==> config.mk <==
export PLATFORM = sky130hd
export DESIGN_NAME = aux_acc_bank
export DESIGN_NICKNAME = d
export VERILOG_FILES = /design/src/rtl/aux_pkg.sv /design/src/rtl/aux_regfile.sv /design/src/rtl/aux_alu.sv /design/src/rtl/aux_acc_bank.sv
export SDC_FILE = /design/constraint.sdc
export NUM_CORES = 1
export LEC_CHECK = 0
export ABC_AREA = 1
export BUFFER_PORTS_ARGS = -buffer_cell sky130_fd_sc_hd__buf_2
export CORE_ASPECT_RATIO = 1.2
export CORE_MARGIN = 5
export CORE_UTILIZATION = 40
export DETAILED_ROUTE_END_ITERATION = 12
export GPL_ROUTABILITY_DRIVEN = 0
export SETUP_SLACK_MARGIN = 0.4
export SLEW_MARGIN = 25
export SYNTH_ARGS = -nofsm -noshare
export SYNTH_HDL_FRONTEND = slang
export SYNTH_SLANG_ARGS = --single-unit
==> constraint.sdc <==
create_clock -name clk -period 9.8 [get_ports clk]
set_clock_uncertainty 0.2 [all_clocks]
set_input_delay 2.94 -clock clk [delete_from_list [all_inputs] [get_ports clk]]
set_output_delay 2.94 -clock clk [all_outputs]
set_load 0.01 [all_outputs]
==> src/rtl/aux_pkg.sv <==
package aux_pkg;

    localparam int unsigned DATA_W  = 8;
    localparam int unsigned NUM_REG = 4;
    localparam int unsigned SEL_W   = $clog2(NUM_REG);
    localparam int unsigned OP_W    = 4;

    typedef enum logic [OP_W-1:0] {
        AOP_NONE = 4'd0,
        AOP_OR   = 4'd1,
        AOP_AND  = 4'd2,
        AOP_XOR  = 4'd3,
        AOP_ADC  = 4'd4,
        AOP_SBC  = 4'd5,
        AOP_CMP  = 4'd6,
        AOP_LD   = 4'd7,
        AOP_ST   = 4'd8
    } aux_op_e;

    typedef struct packed {
        logic n;
        logic z;
        logic c;
        logic v;
    } flag_t;

    typedef struct packed {
        logic acc;
        logic nz;
        logic c;
        logic v;
        logic st;
    } wen_t;

    function automatic wen_t op_enables(aux_op_e op);
        wen_t e;
        e = '0;
        case (op)
            AOP_OR, AOP_AND, AOP_XOR, AOP_LD: begin
                e.acc = 1'b1;
                e.nz  = 1'b1;
            end
            AOP_ADC, AOP_SBC: begin
                e.acc = 1'b1;
                e.nz  = 1'b1;
                e.c   = 1'b1;
                e.v   = 1'b1;
            end
            AOP_CMP: begin
                e.nz = 1'b1;
                e.c  = 1'b1;
            end
            AOP_ST:  e.st = 1'b1;
            default: e = '0;
        endcase
        return e;
    endfunction

endpackage

==> src/rtl/aux_regfile.sv <==
module aux_regfile
    import aux_pkg::*;
#(
    parameter int unsigned W     = DATA_W,
    parameter int unsigned N     = NUM_REG,
    localparam int unsigned SW   = $clog2(N)
) (
    input  logic          clk,
    input  logic          rst,
    input  logic          we,
    input  logic [SW-1:0] sel,
    input  logic [W-1:0]  wdata,
    output logic [W-1:0]  rdata
);

    logic [W-1:0] regs [N];

    for (genvar i = 0; i < N; i++) begin : g_reg
        always_ff @(posedge clk) begin
            if (rst)
                regs[i] <= '0;
            else if (we && sel == SW'(i))
                regs[i] <= wdata;
        end

        AST_OTHERS_HOLD: assert property (@(posedge clk) disable iff (rst)
            (!$past(rst) && !($past(we) && $past(sel) == SW'(i))) |-> $stable(regs[i]));

        AST_RESET_CLEAR: assert property (@(posedge clk) disable iff (rst)
            $past(rst) |-> regs[i] == '0);
    end

    assign rdata = regs[sel];

    AST_WRITE_LANDS: assert property (@(posedge clk) disable iff (rst)
        (!$past(rst) && $past(we)) |-> regs[$past(sel)] == $past(wdata));

endmodule

==> src/rtl/aux_alu.sv <==
module aux_alu
    import aux_pkg::*;
#(
    parameter int unsigned W = DATA_W
) (
    input  aux_op_e      op,
    input  logic [W-1:0] a,
    input  logic [W-1:0] b,
    input  logic         cin,
    output logic [W-1:0] res,
    output flag_t        flg
);

    logic [W-1:0] opnd;
    logic [W:0]   sum;
    logic [W:0]   diff;

    always_comb begin
        opnd = (op == AOP_SBC) ? ~b : b;
        sum  = {1'b0, a} + {1'b0, opnd} + {{W{1'b0}}, cin};
        diff = {1'b0, a} + {1'b0, ~b} + {{W{1'b0}}, 1'b1};
        case (op)
            AOP_OR:           res = a | b;
            AOP_AND:          res = a & b;
            AOP_XOR:          res = a ^ b;
            AOP_ADC, AOP_SBC: res = sum[W-1:0];
            AOP_CMP:          res = diff[W-1:0];
            AOP_LD:           res = b;
            default:          res = a;
        endcase
        flg.n = res[W-1];
        flg.z = (res == '0);
        flg.c = (op == AOP_CMP) ? diff[W] : sum[W];
        flg.v = (a[W-1] == opnd[W-1]) && (res[W-1] != a[W-1]);
    end

endmodule

==> src/rtl/aux_acc_bank.sv <==
module aux_acc_bank
    import aux_pkg::*;
(
    input  logic              clk,
    input  logic              rst,
    input  logic              op_valid,
    input  logic [OP_W-1:0]   op_code,
    input  logic [SEL_W-1:0]  reg_sel,
    input  logic [DATA_W-1:0] acc_in,
    input  logic              carry_in,
    output logic [DATA_W-1:0] acc_out,
    output logic              acc_we,
    output logic              n_out,
    output logic              z_out,
    output logic              c_out,
    output logic              v_out,
    output logic              nz_we,
    output logic              c_we,
    output logic              v_we
);

    aux_op_e           op;
    wen_t              en;
    logic [DATA_W-1:0] rd;
    logic [DATA_W-1:0] res;
    flag_t             flg;

    assign op = aux_op_e'(op_code);
    assign en = op_valid ? op_enables(op) : '0;

    aux_regfile #(.W(DATA_W), .N(NUM_REG)) u_rf (
        .clk   (clk),
        .rst   (rst),
        .we    (en.st),
        .sel   (reg_sel),
        .wdata (acc_in),
        .rdata (rd)
    );

    aux_alu #(.W(DATA_W)) u_alu (
        .op  (op),
        .a   (acc_in),
        .b   (rd),
        .cin (carry_in),
        .res (res),
        .flg (flg)
    );

    assign acc_out = en.acc ? res : acc_in;
    assign acc_we  = en.acc;
    assign nz_we   = en.nz;
    assign c_we    = en.c;
    assign v_we    = en.v;
    assign n_out   = flg.n;
    assign z_out   = flg.z;
    assign c_out   = flg.c;
    assign v_out   = flg.v;

    AST_CMP_KEEPS_ACC: assert property (@(posedge clk) disable iff (rst)
        (op_valid && op_code == 4'd6) |-> (!acc_we && acc_out == acc_in && !v_we));

    AST_IDLE_QUIET: assert property (@(posedge clk) disable iff (rst)
        !op_valid |-> (!acc_we && !nz_we && !c_we && !v_we && acc_out == acc_in));

    AST_STORE_NO_FLAGS: assert property (@(posedge clk) disable iff (rst)
        (op_valid && op_code == 4'd8) |-> !(acc_we || nz_we || c_we || v_we));

    AST_LOGIC_Z: assert property (@(posedge clk) disable iff (rst)
        (acc_we && !c_we) |-> (z_out == (acc_out == '0) && n_out == acc_out[7]));

endmodule

==> results_dict.tcl <==
set metrics [dict create \
    status "complete, no violations" \
    powerDensity_nw_per_um2 113 \
    synth_area_um2 3200 \
    avgSynthCellArea_um2 6.89 \
    regMostFlops "u_rf.regs" \
    holdWs_ns 2.95 \
    layout_common_cells "nand2_1, nor2_1, inv_1" \
    row_count 35 \
    syn_inst 465 \
    power_switching_w 0.000144 \
    yosysSeqAreaShare_pct 30.0 \
    max_clock_freq_mhz 112 \
    cts_root_buf "clkbuf_8" \
    start_util_pct 41.3 \
    slew_headroom_pct 56.3 \
    worstMarginPinSlew_ns 0.656 \
    min_path_type "in -> reg" \
    drt_iter0_markers 167 \
    cts_setup_buffers 0 \
    io_pins 34 \
    avgViaCountPerCell 5.05 \
    power_frac_seq_pct 39.9 \
    min_period_over_period_pct 90.9 \
    drv_slew 0 \
    final_common_cell "nand2_1" \
    nFillCells 825 \
    grt.total_usage_pct 18.1 \
    end_kind "primary output" \
    synth_top_area_share_pct 30.0 \
    clock_sinks 32 \
    top_regs "u_rf.regs (32)" \
    synth_warnings 0 \
    routed_wl_um 8700 \
    drv_cap 0 \
    peakVddDrop_v 0.0000471 \
    clk_pin_slew_ns 0.06 \
    cp_max_fo 8 \
    die_height_um 108 \
    final_nets 555 \
    async_flop_share_pct 0 \
    mappedNetlistNets 518 \
    path_class "in -> out" \
    swShare_pct 36.1 \
    setup_tns_ns 0 \
    met2_usage_pct 33.4 \
    synth.area.top_cells "edfxtp_1, nand2_1, ha_1" \
    synth_top_area_cell "edfxtp_1" \
    vias 3006 \
    ctsHoldBuffers 0 \
    clk_path_buf_depth 2 \
    met1_usage_pct 22.1 \
    p_int_w 0.000256 \
    finalCriticalPeriod_ns 8.91 \
    drc 0 \
    rsz0062_at_grt "no" \
    ys_ff_latch 32 \
    largest_reg_flops 32 \
    drtPass1Iterations 4 \
    drive_gt1_share_pct 13.5 \
    wire_per_inst_um 14.6 \
    p_comb_share_pct 36.4 \
    grt_use_met3_pct 2.30 \
    diodes 0 \
    critical_path_arrival_ns 5.77 \
    leakage_nw 1.81 \
    setup_viol 0 \
    ys.flop_type "edfxtp_1" \
    coreArea_um2 7750 \
    die_w_um 91.7 \
    yosys.cell_types.count 29 \
    htreeDepth 2 \
    ant_nets 0 \
    busiest_layer "met2" \
    p_clk_share_pct 23.7 \
    multiInputGateArea_um2 1990 \
    grt_pass1_wl_um 14200 \
    synth_edf_count 32 \
    area_delta_synth_final_pct 10.3 \
    critPathRequiredTime_ns 6.66 \
    numCtsBuffers 5 \
    die_area_um2 9910 \
    portBuffers 33 \
    post-dp-hpwl_um 7100 \
    antenna_found_initial 0 \
    grt_max_degree 16 \
    cts_tree "built" \
    critPathLaunchType "primary input" \
    grt_pass1_vias 2845 \
    regArea_um2 961 \
    overflow 0 \
    timing_hold_violations_final 0 \
    post_cts_resized 0 \
]
## through the flow
step | total power [W] | worst slack [ns] | instance area, um^2 | utilization (%) | instances
floorplan | 0.000266 | 1.44 | 3200 | - | 465
global placement | 0.000306 | 0.953 | 3450 | 44.6 | 587
detailed placement | 0.000308 | 0.875 | 3450 | 44.6 | 587
CTS | 0.000402 | 0.868 | 3530 | 45.6 | 595
global route | 0.000428 | 0.598 | 3530 | 45.6 | 595
finish | 0.000400 | 0.888 | 3530 | 45.6 | 595
## final cells by class
cell class                 instances  area share [%]
timing repair buffer              33            4.67
clock buffer                       7            2.16
clock inverter                     1           0.106
sequential                        32            27.2
inverter                          60            6.44
multi-input combinational        370            56.2
tap                               92            3.26
## kinds of logic after synthesis
kind of cell | after synthesis | share of synthesized area (%)
XOR/XNOR | 8 | 2.19
buffers and inverters | 63 | 8.04
adder cells (fa/ha/maj) | 35 | 14.4
AND/OR/NAND/NOR | 299 | 40.6
flip-flops | 32 | 30.0
AO/OA/AOI/OAI | 28 | 4.80
## synth_stat cells, types with 2 or more instances
cell type  count
nand4_1        8
nor2_4         3
xor2_1         4
xnor2_1        4
or2_2          2
o21ai_1        4
nand2_1      159
nand3_1       40
nor2_2        10
nand3b_1       5
nor2_1        62
edfxtp_1      32
a21oi_1       12
inv_1         56
buf_6          2
o21ai_0        8
inv_2          3
ha_1          32
a21oi_2        2
fa_1           3
nand2_2        6
## critical path, stage by stage
cell and delay, ns:
buf_2 0.13, inv_1 0.17, nand2_2 0.12, inv_1 0.11
nand2_1 0.26, xor2_1 0.27, fa_1 0.19, inv_1 0.06
fa_1 0.44, nor2_1 0.14, nor2_1 0.06, nand2_1 0.05
nand2_1 0.05, nor2_1 0.08, nand3_1 0.07, nand2_1 0.09
inv_1 0.06, a21oi_2 0.13, nand3_1 0.08, nor2_1 0.13
buf_2 0.15
## per-layer routing
| metal | vias up | share of wire, % |
|---|---|---|
| met5 | - | 0 |
| li1 | 1555 | - |
| met1 | 1364 | 43 |
| met3 | 13 | 4.1 |
| met4 | 0 | 2.0 |
| met2 | 74 | 51 |
## power groups by stage
stage	logic, W	registers (W)	clock network, W
after CTS	0.000146	0.000160	0.0000961
after detailed placement	0.000145	0.000162	0
after global placement	0.000144	0.000162	0
final	0.000146	0.000160	0.0000945
after global routing	0.000165	0.000160	0.000102
after floorplan	0.000105	0.000162	0
## path summary, 6_finish.rpt
kind / from / end / slack [ns] / cells after the start
min: acc_in[5] / u_rf.regs[3][5]$_SDFFCE_PN0P_ / 2.95 / 3
max: op_code[3] / z_out / 0.89 / 21
Note: power is estimated with default switching activity, not from simulation.
